## src/rtl/dacreg_pkg.sv

```systemverilog
package dacreg_pkg;
    localparam int CH_N   = 2;
    localparam int CODE_W = 18;
    localparam int SPAN_W = 4;
    localparam int ADDR_W = 4;
    localparam int OP_W   = 3;

    typedef enum logic [OP_W-1:0] {
        OP_NOP     = 3'd0,
        OP_WR_CODE = 3'd1,
        OP_WR_SPAN = 3'd2,
        OP_UPDATE  = 3'd3,
        OP_WR_UPD  = 3'd4
    } op_e;
endpackage

```

## src/rtl/dacreg_clr_sync.sv

```systemverilog
module dacreg_clr_sync #(
    parameter int STAGES = 2
) (
    input  logic clk,
    input  logic rst_n,
    input  logic clr_n_i,
    output logic clr_active_o
);
    logic [STAGES-1:0] sync_d, sync_q;

    always_comb begin
        sync_d = {sync_q[STAGES-2:0], clr_n_i};
    end

    always_ff @(posedge clk or negedge rst_n) begin
        if (!rst_n) sync_q <= '1;
        else        sync_q <= sync_d;
    end

    assign clr_active_o = ~sync_q[STAGES-1];
endmodule

```

## src/rtl/dacreg_decode.sv

```systemverilog
module dacreg_decode
    import dacreg_pkg::*;
#(
    parameter int N_CH = CH_N,
    parameter int AW   = ADDR_W
) (
    input  logic [OP_W-1:0] op_i,
    input  logic [AW-1:0]   addr_i,
    output logic [N_CH-1:0] tgt_mask_o,
    output logic [N_CH-1:0] wr_code_mask_o,
    output logic [N_CH-1:0] wr_span_mask_o,
    output logic [N_CH-1:0] upd_mask_o,
    output logic            is_write_o,
    output logic            upd_any_o
);
    localparam logic [AW-1:0] ALL_ADDR = '1;

    logic wr_code, wr_span, upd;

    always_comb begin
        wr_code    = 1'b0;
        wr_span    = 1'b0;
        upd        = 1'b0;
        is_write_o = 1'b0;
        case (op_e'(op_i))
            OP_WR_CODE: begin wr_code = 1'b1; is_write_o = 1'b1; end
            OP_WR_SPAN: begin wr_span = 1'b1; is_write_o = 1'b1; end
            OP_UPDATE:  begin upd = 1'b1; end
            OP_WR_UPD:  begin wr_code = 1'b1; upd = 1'b1; is_write_o = 1'b1; end
            default:    ;
        endcase
    end

    for (genvar g = 0; g < N_CH; g++) begin : g_match
        assign tgt_mask_o[g] = (addr_i == ALL_ADDR) || (addr_i == AW'(g));
    end

    assign wr_code_mask_o = {N_CH{wr_code}} & tgt_mask_o;
    assign wr_span_mask_o = {N_CH{wr_span}} & tgt_mask_o;
    assign upd_mask_o     = {N_CH{upd}} & tgt_mask_o;
    assign upd_any_o      = |upd_mask_o;
endmodule

```

## src/rtl/dacreg_ctrl.sv

```systemverilog
module dacreg_ctrl (
    input  logic clk,
    input  logic rst_n,
    input  logic clr_active_i,
    input  logic instr_open_i,
    input  logic cmd_valid_i,
    input  logic upd_any_i,
    input  logic ldac_n_i,
    input  logic brownout_i,
    output logic accept_o,
    output logic ldac_upd_o,
    output logic abort_set_o,
    output logic aborting_o,
    output logic flag_ok_o
);
    typedef struct packed {
        logic ldac_prev;
        logic abort;
        logic flag_ok;
    } ctrl_t;

    ctrl_t st_d, st_q;
    logic  valid_upd;

    always_comb begin
        accept_o    = cmd_valid_i && !clr_active_i && !st_q.abort;
        ldac_upd_o  = st_q.ldac_prev && !ldac_n_i && !instr_open_i && !clr_active_i;
        abort_set_o = clr_active_i && instr_open_i;
        valid_upd   = (accept_o && upd_any_i) || ldac_upd_o;

        st_d           = st_q;
        st_d.ldac_prev = ldac_n_i;
        if (!instr_open_i)    st_d.abort = 1'b0;
        else if (abort_set_o) st_d.abort = 1'b1;

        if (clr_active_i || brownout_i) st_d.flag_ok = 1'b0;
        else if (valid_upd)             st_d.flag_ok = 1'b1;
    end

    always_ff @(posedge clk or negedge rst_n) begin
        if (!rst_n) begin
            st_q.ldac_prev <= 1'b1;
            st_q.abort     <= 1'b0;
            st_q.flag_ok   <= 1'b0;
        end else begin
            st_q <= st_d;
        end
    end

    assign aborting_o = st_q.abort;
    assign flag_ok_o  = st_q.flag_ok;

    assert_brownout_drops_flag_R10: assert property (@(posedge clk) disable iff (!rst_n)
        brownout_i |=> !st_q.flag_ok);

    assert_clear_drops_flag_R10: assert property (@(posedge clk) disable iff (!rst_n)
        clr_active_i |=> !st_q.flag_ok);

    assert_strobe_releases_flag_R9: assert property (@(posedge clk) disable iff (!rst_n)
        ($fell(ldac_n_i) && !instr_open_i && !clr_active_i && !brownout_i) |=> st_q.flag_ok);
endmodule

```

## src/rtl/dacreg_channel.sv

```systemverilog
module dacreg_channel #(
    parameter int CW = 18,
    parameter int SW = 4
) (
    input  logic          clk,
    input  logic          rst_n,
    input  logic          clr_active_i,
    input  logic          wr_code_i,
    input  logic          wr_span_i,
    input  logic          upd_i,
    input  logic [CW-1:0] data_i,
    input  logic          range_ovr_i,
    input  logic [SW-1:0] strap_i,
    input  logic          abort_hit_i,
    output logic [CW-1:0] act_code_o,
    output logic [SW-1:0] act_span_o,
    output logic          suspect_o
);
    typedef struct packed {
        logic [CW-1:0] in_code;
        logic [SW-1:0] in_span;
        logic [CW-1:0] act_code;
        logic [SW-1:0] act_span;
        logic          suspect;
    } chan_t;

    chan_t ch_d, ch_q;

    always_comb begin
        ch_d = ch_q;
        if (wr_code_i) ch_d.in_code = data_i;
        if (wr_span_i) ch_d.in_span = data_i[SW-1:0];

        if (clr_active_i) begin
            ch_d.act_code = '0;
            ch_d.act_span = '0;
        end else if (upd_i) begin
            ch_d.act_code = ch_d.in_code;
            ch_d.act_span = range_ovr_i ? strap_i : ch_d.in_span;
        end

        if (abort_hit_i)              ch_d.suspect = 1'b1;
        else if (wr_code_i || wr_span_i) ch_d.suspect = 1'b0;
    end

    always_ff @(posedge clk or negedge rst_n) begin
        if (!rst_n) ch_q <= '0;
        else        ch_q <= ch_d;
    end

    assign act_code_o = ch_q.act_code;
    assign act_span_o = ch_q.act_span;
    assign suspect_o  = ch_q.suspect;

    assert_clear_zeroes_live_R6: assert property (@(posedge clk) disable iff (!rst_n)
        clr_active_i |=> (ch_q.act_code == '0) && (ch_q.act_span == '0));

    assert_live_holds_without_promote_R2: assert property (@(posedge clk) disable iff (!rst_n)
        (!upd_i && !clr_active_i) |=> ($stable(ch_q.act_code) && $stable(ch_q.act_span)));

    assert_suspect_only_from_abort_R8: assert property (@(posedge clk) disable iff (!rst_n)
        $rose(ch_q.suspect) |-> $past(abort_hit_i));
endmodule

```

## src/rtl/dac_dbuf_ctrl.sv

```systemverilog
module dac_dbuf_ctrl
    import dacreg_pkg::*;
#(
    parameter int N_CH       = CH_N,
    parameter int CW         = CODE_W,
    parameter int SW         = SPAN_W,
    parameter int AW         = ADDR_W,
    parameter int CLR_STAGES = 2
) (
    input  logic               clk,
    input  logic               rst_n,
    input  logic               cmd_valid,
    input  logic [OP_W-1:0]    cmd_op,
    input  logic [AW-1:0]      cmd_addr,
    input  logic [CW-1:0]      cmd_data,
    input  logic               instr_open,
    input  logic               clr_n,
    input  logic               ldac_n,
    input  logic               brownout,
    input  logic               range_ovr,
    input  logic [SW-1:0]      strap_range,
    output logic [N_CH*CW-1:0] dac_code,
    output logic [N_CH*SW-1:0] dac_range,
    output logic               integrity_n,
    output logic [N_CH-1:0]    suspect
);
    logic            clr_active;
    logic [N_CH-1:0] tgt_mask, wr_code_mask, wr_span_mask, upd_mask;
    logic            is_write, upd_any;
    logic            accept, ldac_upd, abort_set, aborting, flag_ok;

    dacreg_clr_sync #(.STAGES(CLR_STAGES)) u_sync (
        .clk          (clk),
        .rst_n        (rst_n),
        .clr_n_i      (clr_n),
        .clr_active_o (clr_active)
    );

    dacreg_decode #(.N_CH(N_CH), .AW(AW)) u_dec (
        .op_i           (cmd_op),
        .addr_i         (cmd_addr),
        .tgt_mask_o     (tgt_mask),
        .wr_code_mask_o (wr_code_mask),
        .wr_span_mask_o (wr_span_mask),
        .upd_mask_o     (upd_mask),
        .is_write_o     (is_write),
        .upd_any_o      (upd_any)
    );

    dacreg_ctrl u_ctrl (
        .clk          (clk),
        .rst_n        (rst_n),
        .clr_active_i (clr_active),
        .instr_open_i (instr_open),
        .cmd_valid_i  (cmd_valid),
        .upd_any_i    (upd_any),
        .ldac_n_i     (ldac_n),
        .brownout_i   (brownout),
        .accept_o     (accept),
        .ldac_upd_o   (ldac_upd),
        .abort_set_o  (abort_set),
        .aborting_o   (aborting),
        .flag_ok_o    (flag_ok)
    );

    for (genvar g = 0; g < N_CH; g++) begin : g_ch
        dacreg_channel #(.CW(CW), .SW(SW)) u_chan (
            .clk          (clk),
            .rst_n        (rst_n),
            .clr_active_i (clr_active),
            .wr_code_i    (accept && wr_code_mask[g]),
            .wr_span_i    (accept && wr_span_mask[g]),
            .upd_i        ((accept && upd_mask[g]) || ldac_upd),
            .data_i       (cmd_data),
            .range_ovr_i  (range_ovr),
            .strap_i      (strap_range),
            .abort_hit_i  (abort_set && is_write && tgt_mask[g]),
            .act_code_o   (dac_code[g*CW +: CW]),
            .act_span_o   (dac_range[g*SW +: SW]),
            .suspect_o    (suspect[g])
        );
    end

    assign integrity_n = flag_ok;

    assert_abort_blocks_commit_R7: assert property (@(posedge clk) disable iff (!rst_n)
        (aborting && instr_open) |=> ($stable(dac_code) && $stable(dac_range)));

    assert_strobe_ignored_in_instr_R9: assert property (@(posedge clk) disable iff (!rst_n)
        (instr_open && !cmd_valid && !clr_active) |=> ($stable(dac_code) && $stable(dac_range)));
endmodule

```

## config.mk

```make
export PLATFORM = sky130hd
export DESIGN_NAME = dac_dbuf_ctrl
export DESIGN_NICKNAME = d
export VERILOG_FILES = /design/src/rtl/dacreg_pkg.sv /design/src/rtl/dacreg_clr_sync.sv /design/src/rtl/dacreg_decode.sv /design/src/rtl/dacreg_ctrl.sv /design/src/rtl/dacreg_channel.sv /design/src/rtl/dac_dbuf_ctrl.sv
export SDC_FILE = /design/constraint.sdc
export NUM_CORES = 1
export LEC_CHECK = 0
export ABC_AREA = 1
export BUFFER_PORTS_ARGS = -buffer_cell sky130_fd_sc_hd__buf_2
export CORE_MARGIN = 1.5
export CORE_UTILIZATION = 55
export DETAILED_ROUTE_END_ITERATION = 7
export PLACE_DENSITY = 0.8
export SYNTH_ARGS = -nofsm -noshare
export SYNTH_HDL_FRONTEND = slang
export SYNTH_HIERARCHICAL = 1
export SYNTH_SLANG_ARGS = --single-unit
```

## constraint.sdc

```tcl
create_clock -name clk -period 2.1 [get_ports clk]
set_input_delay 0.21 -clock clk [delete_from_list [all_inputs] [get_ports clk]]
set_output_delay 0.21 -clock clk [all_outputs]
set_load 0.005 [all_outputs]
```

==> flow_metrics.env, run 1 <==
export IMPL_first_pass_iters=4
export IMPL_min_period_ns=1.85
export IMPL_synthToLayoutAreaGrowth_pct=8.42
export IMPL_netlist_area_mm2=0.00440
export IMPL_final_cells=681
export IMPL_cts_sinks=95
export IMPL_final_setup_viol_count=0
export IMPL_start_util_pct=56.9
export IMPL_crit_buf_inv=5
export IMPL_muxShareOfSynthArea_pct=0
export IMPL_syn_inst=527
export IMPL_cts_htree_levels=3
export IMPL_place_congestion=0.865
export IMPL_grt_pass1_vias=3297
export IMPL_final_hold_viol_count=0
export IMPL_ys_top_cells_by_count="nand2_1, dfrtp_1, buf_4"
export IMPL_synth_top_family_by_area="simple AND/OR/NAND/NOR gates"
export IMPL_cp_max_fo=19
export IMPL_worstMarginPinSlew_ns=0.615
export IMPL_antenna_found_initial=0
export IMPL_rsz0062_at_grt="false"
export IMPL_synth_yosys_seq_area_share_pct=54.2
export IMPL_ys_ff_latch=95
export IMPL_avgSynthCellArea_um2=8.34
export IMPL_max_stage_delay_ns=0.53
export IMPL_skew_ns=0.00824
export IMPL_slew_viol_final=0
export IMPL_path_delay_family="buffers and inverters"
export IMPL_yosys_area_share_simple_pct=31.8
export IMPL_dpl_hpwl_um=6390
export IMPL_slew_headroom_pct=59.0
export IMPL_path_common_cell="nand2_1"
export IMPL_fp_dieH_um=92.4
export IMPL_ir_worst_vdd_mv=0.308
export IMPL_cts_buffer_depth=2
export IMPL_dieArea_mm2=0.00854
export IMPL_placedCellCount=662
export IMPL_post_cts_buffers=0
export IMPL_synth_adder_area_share_pct=0
export IMPL_synth_top_area_share_pct=52.4
export IMPL_synth_compound_area_share_pct=0.683
export IMPL_wl_um=8650
export IMPL_viasPerCell=4.81
export IMPL_grt_max_degree=49
export IMPL_cts_tree="done"
export IMPL_finalCritPeriodShare_pct=88.1
export IMPL_rrSetupSlack_ns=0.25
export IMPL_final_antenna_net_count=0
export IMPL_routedWlPerCell_um=12.7
export IMPL_io_pins=84
export IMPL_core_area_mm2=0.00773
export IMPL_synthesis_nets=564
export IMPL_place_area_mm2=0.00455
export IMPL_yosys_top_cells_area="dfrtp_1, nand2_1, buf_4, nand2_2, nor2_1"
export IMPL_portBuffers=83
export IMPL_dr_total_vias=3276
export IMPL_setup_tns_ns=0
export IMPL_worst_ep_arrival_time_ns=2.11
export IMPL_nNetsFinal=611
export IMPL_synth_ff_type="dfrtp_1"
export IMPL_drv_cap=0
export IMPL_grt_pass1_wl_um=14500
export IMPL_outcome="completed"
export IMPL_critPathRequiredTime_ns=2.36
export IMPL_drive_above_1_share_pct=27.3
export IMPL_cts_buffers=9
export IMPL_synth_edf_count=0
export IMPL_diodes=0
export IMPL_cp_slowest_cell="dfstp_2"
export IMPL_leakagePower_uw=0.00291
export IMPL_synth_top_cell_by_area="dfrtp_1"
export IMPL_grt_usage_pct=21.9
export IMPL_drc=0
export IMPL_stdcell_area_mm2=0.00477
export IMPL_max_freq_ghz=0.541
export IMPL_synth_xor_area_share_pct=0
export IMPL_first_iter_violations=162
export IMPL_rows=32
export IMPL_power_density_mw_per_mm2=756
export IMPL_worst_skew_pair_late_latency_ns=0.36
export IMPL_die_w_um=92.4
export IMPL_synth_most_common_cell="nand2_1"
export IMPL_cp_end_kind="flip-flop"
export IMPL_clkTransAtPathRegs_ns=0.10
export IMPL_root_buffer="clkbuf_8"
export IMPL_async_flop_share_pct=100
export IMPL_holdCritPathClass="in2reg"
export IMPL_cp_start_kind="flip-flop"
export IMPL_ys_warn_count=6
export IMPL_worstPathCellList="inv_1, nor3b_1, buf_4, nand2_1, inv_1, buf_4, inv_8, nand2_1, nand2_1, nand2_1, nand2_1"
export IMPL_yosys_cell_types_count=18
export IMPL_grt_ovfl_total=0
export IMPL_critPathKind="reg2reg"
-- power breakdown --
group | switching, uW | internal, uW
Combinational | 258 | 157
Clock | 692 | 457
Sequential | 60.4 | 1980
-- kinds of logic (layout without fill, tap and decap cells) --
| logic type | count (synthesis) | in the layout |
|---|---|---|
| flops | 95 | 95 |
| simple gates | 338 | 338 |
| compound gates | 5 | 5 |
| buf+inv | 89 | 141 |
-- layout by cell type, fill, tap and decap left out, drive strengths merged, types with 3 or more instances in the layout --
cell type,n
dfrtp,92
inv,37
dlygate4sd3,3
clkbuf,9
nand3,11
nor2,35
buf,89
nand2,291
dfstp,3
-- area by class of cell --
type                    instances  area [um^2]
fillers                       699         2960
flip-flops and latches         95         2380
multi-input cells             343         1430
repair buffers                 92          505
inverters                      33          139
well taps                     102          128
clock buffers                   9          124
clock inverters                 7         63.8
-- layer usage --
layer  global-route usage, %  up-vias  share of wire (%)
met5                       0        -                  0
met4                    8.08        0                1.4
li1                        -     1621                  -
met2                    36.6       95                 50
met3                    5.09       15                5.9
met1                    27.8     1545                 42
-- registers in the layout, summed over array words and instances, names as in the netlist --
register and count:
u_ctrl/flag_ok_o 1, u_ctrl/aborting_o 1, g_ch.u_chan/ch_q 44, u_sync/sync_q 2, u_ctrl/st_q 1, g_ch.u_chan/suspect_o 2, g_ch.u_chan/act_code_o 36, g_ch.u_chan/act_span_o 8
-- final timing paths --
path	startpoint	end	depth (start not counted)
max	u_sync/sync_q[1]	g_ch[1].u_chan/act_code_o[6]	11
min	instr_open	u_ctrl/aborting_o	3
max reg2reg	u_sync/sync_q[1]	g_ch[1].u_chan/act_code_o[6]	11
min reg2reg	u_sync/sync_q[0]	u_sync/sync_q[1]	0
max in group asynchronous	rst_n	g_ch[0].u_chan/ch_q[27]	3
min in group asynchronous	rst_n	g_ch[1].u_chan/act_code_o[12]	2
-- repair_timing --
item | CTS | global route
gates resized for setup | 0 | 0
hold buffers | 3 | 0
endpoints found under the hold margin | 46 | 0
-- tightest hold or removal path: cells and delay by family --
kind,cells,cell delay [ns]
buffers and inverters,2,0.16
AND/OR/NAND/NOR,1,0.03
-- metrics by stage --
step           hold WS [ns]  setup WS, ns  util [%]  total power, uW
2_1_floorplan       -0.0856         0.278         -             2330
3_3_place_gp          0.254         0.299      58.9             2470
3_5_place_dp          0.267         0.261      58.9             2500
4_1_cts              0.0664         0.249      61.7             3640
5_1_grt              0.0587        0.0801      61.7             3790
6_report             0.0744         0.250      61.7             3610
Power figures use the tool's default switching activity.
==> run 2, diff against run 1 <==
- ABC_AREA: 1 -> unset
==> run 2 against run 1 <==
- clock power decreased by 4%
- sequential cell count unchanged
- critical path depth down 6
- clock skew increased by 0.0015 ns
- wire length is 0.81% higher
- largest cell class unchanged
- fmax shrank 7.4%
- worst hold slack better by 0.016 ns
- worst setup slack got worse by 0.15 ns
- sequential share of layout area down 2.3 points
- non-clock buffer count rose by 11
==> flow_metrics.env, run 2 <==
export IMPL_max_freq_ghz=0.501
export IMPL_antenna_found_initial=0
export IMPL_cts_htree_levels=3
export IMPL_power_density_mw_per_mm2=713
export IMPL_viasPerCell=5.53
export IMPL_async_flop_share_pct=100
export IMPL_dr_total_vias=2723
export IMPL_start_util_pct=57.5
export IMPL_synth_top_area_share_pct=51.0
export IMPL_min_period_ns=2.00
export IMPL_final_setup_viol_count=0
export IMPL_drive_above_1_share_pct=55.1
export IMPL_rows=32
export IMPL_finalCritPeriodShare_pct=95.1
export IMPL_clkTransAtPathRegs_ns=0.09
export IMPL_synth_top_family_by_area="compound AO/OA/AOI/OAI gates"
export IMPL_final_hold_viol_count=0
export IMPL_place_congestion=0.890
export IMPL_grt_pass1_vias=2793
export IMPL_die_w_um=93.6
export IMPL_grt_usage_pct=21.3
export IMPL_cts_tree="done"
export IMPL_fp_dieH_um=93.6
export IMPL_syn_inst=330
export IMPL_first_pass_iters=4
export IMPL_synthToLayoutAreaGrowth_pct=10.8
export IMPL_critPathKind="reg2reg"
export IMPL_layout_commonest_cell="dfrtp_1"
export IMPL_rsz0062_at_grt="false"
export IMPL_fin_ws_ns=0.103
export IMPL_cp_end_kind="flip-flop"
export IMPL_worst_ep_arrival_time_ns=2.23
export IMPL_cts_sinks=95
export IMPL_ys_top_cells_by_count="dfrtp_1, buf_4, o21a_1"
export IMPL_largest_register="g_ch.u_chan/ch_q"
export IMPL_register_area_mm2=0.00238
export IMPL_drv_cap=0
export IMPL_yosys_top_cells_area="dfrtp_1, o21ba_2, buf_4, mux2_2, o21a_1"
export IMPL_slew_headroom_pct=60.4
export IMPL_root_buffer="clkbuf_8"
export IMPL_synthesis_nets=367
export IMPL_yosys_cell_types_count=38
export IMPL_synth_xor_area_share_pct=0.388
export IMPL_core_area_mm2=0.00785
export IMPL_io_pins=84
export IMPL_grt_ovfl_total=0
export IMPL_synth_edf_count=0
export IMPL_slew_viol_final=0
export IMPL_avgSynthCellArea_um2=13.7
export IMPL_most_common_layout_cells="dfrtp_1, buf_2, o21a_1"
export IMPL_synth_yosys_seq_area_share_pct=52.8
export IMPL_cts_buffers=9
export IMPL_synth_compound_area_share_pct=18.2
export IMPL_drc=0
export IMPL_nFillCells=640
export IMPL_synth_top_cell_by_area="dfrtp_1"
export IMPL_portBuffers=83
export IMPL_cp_max_fo=6
export IMPL_diodes=0
export IMPL_final_antenna_net_count=0
export IMPL_routedWlPerCell_um=17.7
export IMPL_cp_start_kind="flip-flop"
export IMPL_worst_skew_pair_late_latency_ns=0.36
export IMPL_yosys_area_share_simple_pct=6.21
export IMPL_grt_max_degree=53
export IMPL_multiInputGateArea_mm2=0.00169
export IMPL_nNetsFinal=423
export IMPL_synth_ff_type="dfrtp_1"
export IMPL_synth_most_common_cell="dfrtp_1"
export IMPL_outcome="completed"
export IMPL_dp_worst_setup_slack_ns=-0.0878
export IMPL_synth_adder_area_share_pct=0
export IMPL_wl_um=8720
export IMPL_muxShareOfSynthArea_pct=12.5
export IMPL_cts_buffer_depth=2
export IMPL_grt_pass1_wl_um=14200
export IMPL_leakagePower_uw=0.00253
export IMPL_largest_register_ffs=44
export IMPL_ys_ff_latch=95
export IMPL_fin_util_pct=63.7
export IMPL_ir_worst_vdd_mv=0.376
export IMPL_skew_ns=0.00969
export IMPL_netlist_area_mm2=0.00451
export IMPL_dieArea_mm2=0.00876
export IMPL_holdCritPathClass="in2reg"
export IMPL_first_iter_violations=91
export IMPL_worstMarginPinSlew_ns=0.594
export IMPL_critPathRequiredTime_ns=2.34
export IMPL_dpl_hpwl_um=5920
export IMPL_post_cts_buffers=0
export IMPL_ys_warn_count=6
-- run 2: worst max-delay path: stages, from the launching register on --
cell and delay, ns:
dfstp_2 0.52, inv_1 0.05, nor3b_2 0.34, and2_2 0.29, mux2_2 0.36, a221o_1 0.32
-- run 2: metrics by stage --
stage | area [um^2] | setup TNS [ns] | total power [uW] | cells | hold slack, ns
floorplan | 4520 | 0 | 2330 | 330 | -0.0856
CTS | 5000 | 0 | 3610 | 492 | 0.0808
detailed placement | 4790 | -1.90 | 2500 | 474 | 0.259
global route | 5000 | 0 | 3730 | 492 | 0.0979
global placement | 4790 | -0.344 | 2480 | 474 | 0.253
finish | 5000 | 0 | 3570 | 492 | 0.0906
-- run 2: area by class of cell --
cell class | instances | area share (%)
Inverter | 3 | 0.225
Sequential cell | 95 | 47.6
Tap cell | 102 | 2.55
Clock inverter | 5 | 0.801
Multi-Input combinational cell | 174 | 33.8
Timing Repair Buffer | 103 | 12.3
Clock buffer | 10 | 2.75
-- run 2: path summary, 6_finish.rpt --
path / depth (start not counted) / from / end / slack [ns]
setup / recovery: 5 / u_sync/sync_q[1] / g_ch[0].u_chan/act_span_o[0] / 0.10
hold / removal: 3 / brownout / u_ctrl/flag_ok_o / 0.09
setup reg to reg: 5 / u_sync/sync_q[1] / g_ch[0].u_chan/act_span_o[0] / 0.10
hold reg to reg: 0 / u_sync/sync_q[0] / u_sync/sync_q[1] / 0.36
max in group asynchronous: 3 / rst_n / g_ch[0].u_chan/ch_q[29] / 1.04
min in group asynchronous: 2 / rst_n / g_ch[0].u_chan/ch_q[41] / 0.40
-- run 2: per-layer routing --
metal	track usage [%]	part of all wire (%)	wire, um	vias up
li1	-	-	-	1252
met1	29.1	48	4150	1399
met2	34.4	47	4090	62
met3	3.82	4.3	377	10
met4	7.21	1.2	109	0
met5	0	0	0	-
-- run 2: cell families after synthesis --
kind of cell | Yosys count
flops | 95
xor+xnor | 2
simple gates | 34
compound gates | 94
buf+inv | 61
mux | 44
-- run 2: timing repair --
| action | in CTS | in global routing |
|---|---|---|
| hold endpoints to repair | 42 | 0 |
| gates resized for setup | 0 | 2 |
| hold buffers | 3 | 0 |
| setup endpoints to repair | 0 | 8 |
-- run 2: where the power goes --
group | switching [uW] | internal, uW
sequential | 51.0 | 1970
clock | 635 | 464
combinational | 208 | 240
total | 894 | 2670
